==> config.mk <==
export PLATFORM = sky130hd
export DESIGN_NAME = weave_field_writer
export DESIGN_NICKNAME = d
export VERILOG_FILES = /design/src/rtl/wfw_pkg.sv /design/src/rtl/wfw_trc_decode.sv /design/src/rtl/wfw_line_packer.sv /design/src/rtl/wfw_word_fifo.sv /design/src/rtl/weave_field_writer.sv
export SDC_FILE = /design/constraint.sdc
export NUM_CORES = 1
export LEC_CHECK = 0
export ABC_AREA = 1
export BUFFER_PORTS_ARGS = -buffer_cell sky130_fd_sc_hd__clkbuf_2
export CAP_MARGIN = 20
export CORE_MARGIN = 2
export CORE_UTILIZATION = 55
export CTS_CLUSTER_SIZE = 28
export DETAILED_ROUTE_END_ITERATION = 12
export PLACE_DENSITY = 0.75
export SETUP_SLACK_MARGIN = 0.2
export SLEW_MARGIN = 20
export SYNTH_ARGS = -nofsm -noshare
export SYNTH_HDL_FRONTEND = slang
export SYNTH_SLANG_ARGS = --single-unit
export TNS_END_PERCENT = 20
==> constraint.sdc <==
create_clock -name clk -period 4.6 [get_ports clk]
set_input_delay 0.23 -clock clk [delete_from_list [all_inputs] [get_ports clk]]
set_output_delay 0.23 -clock clk [all_outputs]
set_load 0.05 [all_outputs]
==> src/rtl/wfw_pkg.sv <==
package wfw_pkg;
   typedef enum logic [1:0] {
      CAP_IDLE  = 2'd0,
      CAP_ARMED = 2'd1,
      CAP_RUN   = 2'd2
   } cap_state_e;

   // decoded flags of one timing reference code
   typedef struct packed {
      logic fld;
      logic vblank;
      logic eav;
   } trc_bits_t;

   localparam logic [7:0] SYNC_ONES  = 8'hFF;
   localparam logic [7:0] SYNC_ZEROS = 8'h00;
endpackage

==> src/rtl/wfw_trc_decode.sv <==
module wfw_trc_decode
   import wfw_pkg::*;
#(
   parameter int FLD_BIT = 6,
   parameter int VBL_BIT = 5,
   parameter int EAV_BIT = 4
) (
   input  logic       clk,
   input  logic       rst_n,
   input  logic       in_valid,
   input  logic [7:0] in_byte,
   output logic       code_hit,
   output trc_bits_t  trc,
   output logic       reserved
);
   localparam int HIST = 3;

   generate
      if (FLD_BIT > 7 || VBL_BIT > 7 || EAV_BIT > 7) begin : g_bad_bits
         $error("timing code flag positions must lie inside one byte");
      end
   endgenerate

   logic [HIST-1:0][7:0] hist;

   always_ff @(posedge clk or negedge rst_n) begin
      if (!rst_n) hist <= '0;
      else if (in_valid) hist <= {hist[HIST-2:0], in_byte};
   end

   assign code_hit = in_valid && (hist[2] == SYNC_ONES) &&
                     (hist[1] == SYNC_ZEROS) && (hist[0] == SYNC_ZEROS);
   assign trc.fld    = in_byte[FLD_BIT];
   assign trc.vblank = in_byte[VBL_BIT];
   assign trc.eav    = in_byte[EAV_BIT];
   assign reserved   = (in_byte == SYNC_ONES) || (in_byte == SYNC_ZEROS);
endmodule

==> src/rtl/wfw_line_packer.sv <==
module wfw_line_packer #(
   parameter int ADDR_W = 24,
   parameter int BPW    = 4
) (
   input  logic                clk,
   input  logic                rst_n,
   input  logic                field_load,
   input  logic [ADDR_W-1:0]   load_base,
   input  logic [ADDR_W-1:0]   pitch,
   input  logic                pix_valid,
   input  logic [7:0]          pix_byte,
   input  logic                line_end,
   output logic                push,
   output logic [ADDR_W-1:0]   push_addr,
   output logic [8*BPW-1:0]    push_data
);
   localparam int CNT_W = (BPW > 1) ? $clog2(BPW) : 1;

   generate
      if (BPW < 2 || (BPW & (BPW - 1)) != 0) begin : g_bad_bpw
         $error("BPW must be a power of two of at least 2");
      end
   endgenerate

   logic [ADDR_W-1:0]    line_addr;
   logic [ADDR_W-1:0]    word_off;
   logic [BPW-1:0][7:0]  lanes;
   logic [CNT_W-1:0]     fill;
   logic                 full_word;
   logic                 partial;

   assign full_word = pix_valid && (fill == CNT_W'(BPW - 1));
   assign partial   = line_end && (fill != '0);
   assign push      = full_word || partial;
   assign push_addr = line_addr + word_off;

   generate
      for (genvar l = 0; l < BPW; l++) begin : g_lane
         assign push_data[8*l +: 8] =
            (pix_valid && fill == CNT_W'(l)) ? pix_byte : lanes[l];
      end
   endgenerate

   always_ff @(posedge clk or negedge rst_n) begin
      if (!rst_n) begin
         line_addr <= '0;
         word_off  <= '0;
         lanes     <= '0;
         fill      <= '0;
      end else if (field_load) begin
         line_addr <= load_base;
         word_off  <= '0;
         lanes     <= '0;
         fill      <= '0;
      end else if (line_end) begin
         line_addr <= line_addr + pitch;
         word_off  <= '0;
         lanes     <= '0;
         fill      <= '0;
      end else if (pix_valid) begin
         if (full_word) begin
            lanes    <= '0;
            fill     <= '0;
            word_off <= word_off + ADDR_W'(BPW);
         end else begin
            lanes[fill] <= pix_byte;
            fill        <= fill + 1'b1;
         end
      end
   end


   line_load_chk: assert property (@(posedge clk) disable iff (!rst_n)
      field_load |=> (push_addr == $past(load_base)));


   line_step_chk: assert property (@(posedge clk) disable iff (!rst_n)
      (line_end && !field_load) |=> (push_addr == $past(push_addr - word_off + pitch)));
endmodule

==> src/rtl/wfw_word_fifo.sv <==
module wfw_word_fifo #(
   parameter int WIDTH  = 56,
   parameter int DEPTH  = 16,
   parameter int THRESH = 8
) (
   input  logic             clk,
   input  logic             rst_n,
   input  logic             push,
   input  logic [WIDTH-1:0] push_data,
   input  logic             drain,
   input  logic             ack,
   output logic             req,
   output logic [WIDTH-1:0] head,
   output logic             empty
);
   localparam int PTR_W = $clog2(DEPTH);
   localparam int CNT_W = PTR_W + 1;

   generate
      if (DEPTH < 2 || (DEPTH & (DEPTH - 1)) != 0) begin : g_bad_depth
         $error("DEPTH must be a power of two");
      end
      if (THRESH < 1 || THRESH > DEPTH) begin : g_bad_thresh
         $error("THRESH must lie in 1..DEPTH");
      end
   endgenerate

   logic [WIDTH-1:0] mem [DEPTH];
   logic [PTR_W-1:0] wp, rp;
   logic [CNT_W-1:0] cnt;
   logic             full, push_ok, pop;

   assign full    = (cnt == CNT_W'(DEPTH));
   assign empty   = (cnt == '0);
   assign req     = (cnt >= CNT_W'(THRESH)) || (drain && !empty);
   assign pop     = req && ack;
   assign push_ok = push && !full;
   assign head    = mem[rp];

   always_ff @(posedge clk) begin
      if (push_ok) mem[wp] <= push_data;
   end

   always_ff @(posedge clk or negedge rst_n) begin
      if (!rst_n) begin
         wp  <= '0;
         rp  <= '0;
         cnt <= '0;
      end else begin
         if (push_ok) wp <= wp + 1'b1;
         if (pop)     rp <= rp + 1'b1;
         cnt <= cnt + CNT_W'(push_ok) - CNT_W'(pop);
      end
   end


   no_overflow_chk: assert property (@(posedge clk) disable iff (!rst_n)
      push |-> !full);


   req_rise_chk: assert property (@(posedge clk) disable iff (!rst_n)
      ($rose(req) && !drain) |-> $past(push));


   head_hold_chk: assert property (@(posedge clk) disable iff (!rst_n)
      (req && !ack) |=> (req && $stable(head)));
endmodule

==> src/rtl/weave_field_writer.sv <==
module weave_field_writer
   import wfw_pkg::*;
#(
   parameter int ADDR_W       = 24,
   parameter int BPW          = 4,
   parameter int THRESH_BYTES = 32,
   parameter int FIFO_DEPTH   = 16
) (
   input  logic                clk,
   input  logic                rst_n,
   input  logic                vid_valid,
   input  logic [7:0]          vid_byte,
   input  logic                cap_start,
   input  logic                cap_stop,
   input  logic                irq_en,
   input  logic                irq_clr,
   input  logic [ADDR_W-1:0]   odd_base,
   input  logic [ADDR_W-1:0]   even_base,
   input  logic [ADDR_W-1:0]   line_pitch,
   output logic                wr_req,
   output logic [ADDR_W-1:0]   wr_addr,
   output logic [8*BPW-1:0]    wr_data,
   input  logic                wr_ack,
   output logic                irq,
   output logic                last_field,
   output logic                cap_active
);
   localparam int WORD_W       = 8 * BPW;
   localparam int THRESH_WORDS = THRESH_BYTES / BPW;
   localparam int ENTRY_W      = ADDR_W + WORD_W;

   generate
      if (THRESH_BYTES % BPW != 0) begin : g_bad_thresh
         $error("THRESH_BYTES must be a whole number of words");
      end
   endgenerate

   cap_state_e state;
   trc_bits_t  trc;
   logic code_hit, reserved;
   logic prev_v, in_line, cur_f, stop_pend, drain, irq_q;
   logic field_begin, field_end, field_end_run, go_run;
   logic pix_valid, line_end;
   logic pk_push, fifo_empty;
   logic [ADDR_W-1:0]  pk_addr, load_base;
   logic [WORD_W-1:0]  pk_data;
   logic [ENTRY_W-1:0] fifo_head;

   wfw_trc_decode u_dec (
      .clk      (clk),
      .rst_n    (rst_n),
      .in_valid (vid_valid),
      .in_byte  (vid_byte),
      .code_hit (code_hit),
      .trc      (trc),
      .reserved (reserved)
   );

   assign field_begin   = code_hit && !trc.vblank && prev_v;
   assign field_end     = code_hit && trc.vblank && !prev_v;
   assign field_end_run = field_end && (state == CAP_RUN);
   assign go_run        = field_begin &&
                          ((state == CAP_ARMED && !cap_stop) || state == CAP_RUN);
   assign load_base     = trc.fld ? even_base : odd_base;
   assign pix_valid     = vid_valid && in_line && !code_hit && !reserved;
   assign line_end      = code_hit && in_line;

   always_ff @(posedge clk or negedge rst_n) begin
      if (!rst_n) begin
         state     <= CAP_IDLE;
         stop_pend <= 1'b0;
      end else begin
         unique case (state)
            CAP_IDLE:  if (cap_start) state <= CAP_ARMED;
            CAP_ARMED: begin
               if (cap_stop)         state <= CAP_IDLE;
               else if (field_begin) state <= CAP_RUN;
            end
            CAP_RUN:   if (field_end && (stop_pend || cap_stop)) state <= CAP_IDLE;
            default:   state <= CAP_IDLE;
         endcase
         if (state != CAP_RUN) stop_pend <= 1'b0;
         else if (cap_stop)    stop_pend <= 1'b1;
      end
   end

   always_ff @(posedge clk or negedge rst_n) begin
      if (!rst_n) begin
         prev_v     <= 1'b0;
         in_line    <= 1'b0;
         cur_f      <= 1'b0;
         last_field <= 1'b0;
         irq_q      <= 1'b0;
         drain      <= 1'b0;
      end else begin
         if (code_hit) begin
            prev_v  <= trc.vblank;
            in_line <= !trc.eav && !trc.vblank && (state == CAP_RUN || go_run);
         end
         if (go_run) cur_f <= trc.fld;
         if (field_end_run) last_field <= cur_f;
         if (field_end_run && irq_en) irq_q <= 1'b1;
         else if (irq_clr)            irq_q <= 1'b0;
         if (field_end_run)                drain <= 1'b1;
         else if (fifo_empty && !pk_push)  drain <= 1'b0;
      end
   end

   wfw_line_packer #(.ADDR_W(ADDR_W), .BPW(BPW)) u_pack (
      .clk        (clk),
      .rst_n      (rst_n),
      .field_load (go_run),
      .load_base  (load_base),
      .pitch      (line_pitch),
      .pix_valid  (pix_valid),
      .pix_byte   (vid_byte),
      .line_end   (line_end),
      .push       (pk_push),
      .push_addr  (pk_addr),
      .push_data  (pk_data)
   );

   wfw_word_fifo #(.WIDTH(ENTRY_W), .DEPTH(FIFO_DEPTH), .THRESH(THRESH_WORDS)) u_fifo (
      .clk       (clk),
      .rst_n     (rst_n),
      .push      (pk_push),
      .push_data ({pk_addr, pk_data}),
      .drain     (drain),
      .ack       (wr_ack),
      .req       (wr_req),
      .head      (fifo_head),
      .empty     (fifo_empty)
   );

   assign wr_addr    = fifo_head[ENTRY_W-1 -: ADDR_W];
   assign wr_data    = fifo_head[WORD_W-1:0];
   assign irq        = irq_q;
   assign cap_active = (state == CAP_RUN);


   arm_wait_chk: assert property (@(posedge clk) disable iff (!rst_n)
      $rose(cap_active) |-> $past(field_begin));


   stop_end_chk: assert property (@(posedge clk) disable iff (!rst_n)
      $fell(cap_active) |-> $past(field_end));


   capture_window_chk: assert property (@(posedge clk) disable iff (!rst_n)
      pk_push |-> cap_active);


   irq_sticky_chk: assert property (@(posedge clk) disable iff (!rst_n)
      (irq && !irq_clr) |=> irq);


   irq_clear_chk: assert property (@(posedge clk) disable iff (!rst_n)
      (irq_clr && !field_end) |=> !irq);


   last_field_chk: assert property (@(posedge clk) disable iff (!rst_n)
      field_end_run |=> (last_field == $past(cur_f)));
endmodule

==> impl_metrics.ini <==
[logic_synthesis]
synth_cell_type_count = 47
synth_flop_cell = edfxtp_1
syn_nets = 4106
avgSynthCellArea_um2 = 11.3
synth_warnings = 0
netlist_top_cells_area = edfxtp_1 60%, dfrtp_1 7.1%, o21ai_0 5.7%, nor2_1 5.4%, nand2_1 4.6%
mappedNetlistArea_um2 = 44500
yosys.area.top_type = edfxtp_1
synth_edf_count = 896
yosysSeqAreaShare_pct = 67.5
ys_ff_latch = 1022
netlist_instances = 3954
ys_async_sr_fraction_pct = 12.3
synth_top_cell_area_share_pct = 60.4

[clock_network]
insertion_delay_ns = 0.68
cts_root_buf = clkbuf_16
cts_buffer_depth = 3
htreeDepth = 3
cts_tree = done
clock_sinks = 1022
numCtsBuffers = 102
ctsResizeCount = 0
clk_pin_slew_ns = 0.06

[setup_path]
cp_top_family = buffers and inverters
critical_path.max_fanout = 208
worst-setup-path-type = reg -> out
worstPathArrival_ns = 3.60
end_kind = output pin
crit_path_max_incr_delay_ns = 0.63
critPathBufInv = 2
path_cells = buf_12 -> o21ai_0 -> o221ai_1 -> nand3_1 -> nand2_1 -> clkbuf_2
cp.required_ns = 4.37
startpoint_type = flop
cp_slowest_cell = dfrtp_4

[global_routing]
antenna_found_initial = 2
grt_usage_pct = 28.2
grt-ovfl-total = 0
grt_max_degree = 209
grt_pass1_wl_um = 179000
grt_pass1_vias = 30561

[place]
gp_congestion = 0.985
dpl_cell_area_um2 = 46800
io_buffers = 147
dp_hpwl_um = 69500

[cells_and_area]
fillers = 5974
post_route_cells_drive_above_1_share_pct = 10.6
syn_to_final_growth_pct = 13.5
fin_util_pct = 63.0
register_area_um2 = 30100
final_nets = 4256
stdcell_area_um2 = 50500
multi_input_area_um2 = 13000

[die]
placementRows = 104
fp.dieH_um = 289
initial_core_util_pct = 55.5
core_um2 = 80300
io_pins = 148
die_area_um2 = 83200
die_w_um = 289

[drt]
drt_first_pass_iters = 5
wirelength_um = 118000
ant_nets = 0
post_drt_wl_per_cell_um = 22.6
via_per_inst = 6.10
vias = 32005
drt_iter0_markers = 3719
drc = 0

[sta]
finalCritPeriodShare_pct = 83.2
hold_viol_final = 0
rsz0062_at_grt = false
fin_worst_skew_ns = 0.0569
max_slew_margin_pct = 17.2
period_minus_slack_ns = 3.83
fin_setup_tns_ns = 0
drv_slew = 0
max_freq_ghz = 0.261
worst_pin_slew_ns = 1.24
final-setup-viol-count = 0

[min_path]
holdCritPathClass = in -> reg

[run_status]
outcome = complete, no violations

[pwr]
vdd_drop_max_uv = 545
p_leak_nw = 19.1
powerDensity_nw_per_um2 = 611

[run]
drv_cap = 0
-- power breakdown --
part / switching (mW) / internal [mW] / leakage (nW)
registers: 0.335 / 11.1 / 10.2
clock network: 3.45 / 4.63 / 1.59
logic: 8.62 / 2.71 / 7.40
total: 12.4 / 18.5 / 19.1
-- flip-flops by register name, summed over array words and instances, names as in the netlist, 2 cells and up --
signal	cells
state	2
u_dec.hist	24
u_fifo.cnt	5
u_fifo.mem	896
u_fifo.rp	4
u_fifo.wp	4
u_pack.fill	2
u_pack.lanes	32
u_pack.line_addr	24
u_pack.word_off	22
-- layer usage --
layer | vias up | track usage, % | part of all wire [%]
met5 | - | 0 | 0
met4 | 0 | 9.25 | 3.0
met3 | 211 | 3.80 | 8.8
met2 | 1653 | 46.5 | 48
met1 | 15616 | 39.0 | 40
li1 | 14525 | - | -
-- tightest hold or removal path: cells and delay by family --
kind,cells,cell delay (ns)
and+or+nand+nor,4,0.22
buffers and inverters,2,0.13
AOI/OAI and AO/OA,1,0.06
-- final timing paths --
| path | startpoint | endpoint | slack (ns) | cells after the start |
|---|---|---|---|---|
| min in group asynchronous | rst_n | u_dec.hist[0] | 0.20 | 2 |
| worst min register to register | drain | drain | 0.49 | 2 |
| worst max register to register | u_dec.hist[2] | u_fifo.mem[3][32] | 1.29 | 11 |
| worst min-delay path | odd_base[13] | u_pack.line_addr[13] | 0.01 | 7 |
| max in group asynchronous | rst_n | u_pack.lanes[24] | 3.42 | 3 |
| worst max-delay path | u_fifo.rp[1] | wr_addr[6] | 0.77 | 6 |
-- cells in the final DEF, fill, tap and decap left out, drive strengths merged, types with 2 or more instances in the layout --
cell type    instances
a21boi               2
a21o                 4
a21oi               58
a31oi                3
and2                 3
buf                 80
bufinv               7
clkbuf             281
clkinv              45
clkinvlp             2
dfrtp              126
dlygate4sd3         48
edfxtp             896
fa                   2
ha                  62
inv                208
mux2i               11
nand2              553
nand3              211
nand3b              12
nand4               26
nor2               650
nor3                10
nor4                 3
o211ai              40
o21a                 2
o21ai              552
o21bai               4
o221ai             193
o22ai               34
xnor2               12
xor2                39
-- through the flow --
stage | hold WS (ns) | std cells | power, mW | setup WS [ns]
6_report | 0.0144 | 5246 | 30.9 | 0.774
5_1_grt | 0.0842 | 5246 | 32.2 | 0.777
4_1_cts | 0.00630 | 5244 | 30.8 | 0.926
3_5_place_dp | 0.386 | 5011 | 22.8 | 0.787
3_3_place_gp | 0.384 | 5009 | 22.6 | 0.782
2_1_floorplan | -0.0656 | 3954 | 19.1 | 0.247
-- Yosys cell counts, types with 12 or more instances --
| library cell | number |
|---|---|
| nand4_1 | 26 |
| nand3b_1 | 12 |
| edfxtp_1 | 896 |
| ha_1 | 62 |
| buf_2 | 17 |
| xnor2_1 | 12 |
| o21ai_1 | 42 |
| dfrtp_1 | 126 |
| inv_2 | 17 |
| o22ai_1 | 34 |
| nor2_1 | 646 |
| xor2_1 | 39 |
| inv_1 | 186 |
| clkbuf_1 | 194 |
| a21oi_1 | 58 |
| nand2_1 | 548 |
| nand3_1 | 209 |
| o211ai_1 | 37 |
| o21ai_0 | 509 |
| o221ai_1 | 193 |
-- layout make-up --
cell class / count / area share, %
Timing Repair Buffer: 275 / 4.18
Inverter: 211 / 1.60
Clock buffer: 134 / 5.47
Multi-Input combinational cell: 2492 / 25.7
Tap cell: 1060 / 2.62
Sequential cell: 1022 / 59.5
Clock inverter: 51 / 0.961
Antenna cell: 1 / 0.00495
-- cell families after synthesis --
group                      count (synthesis)  synth area share [%]
AOI/OAI and AO/OA                        896                  12.2
xor gates and xnor gates                  51                  1.00
muxes                                     12                 0.273
buffers and inverters                    440                  3.82
adders and majority gates                 64                  1.83
DFF                                     1022                  67.5
and+or+nand+nor                         1469                  13.4
-- timing repair --
action	in CTS	in global routing
setup buffers	0	0
hold endpoints to repair	126	0
hold buffers	48	0
Note: power is estimated with default switching activity, not from simulation.
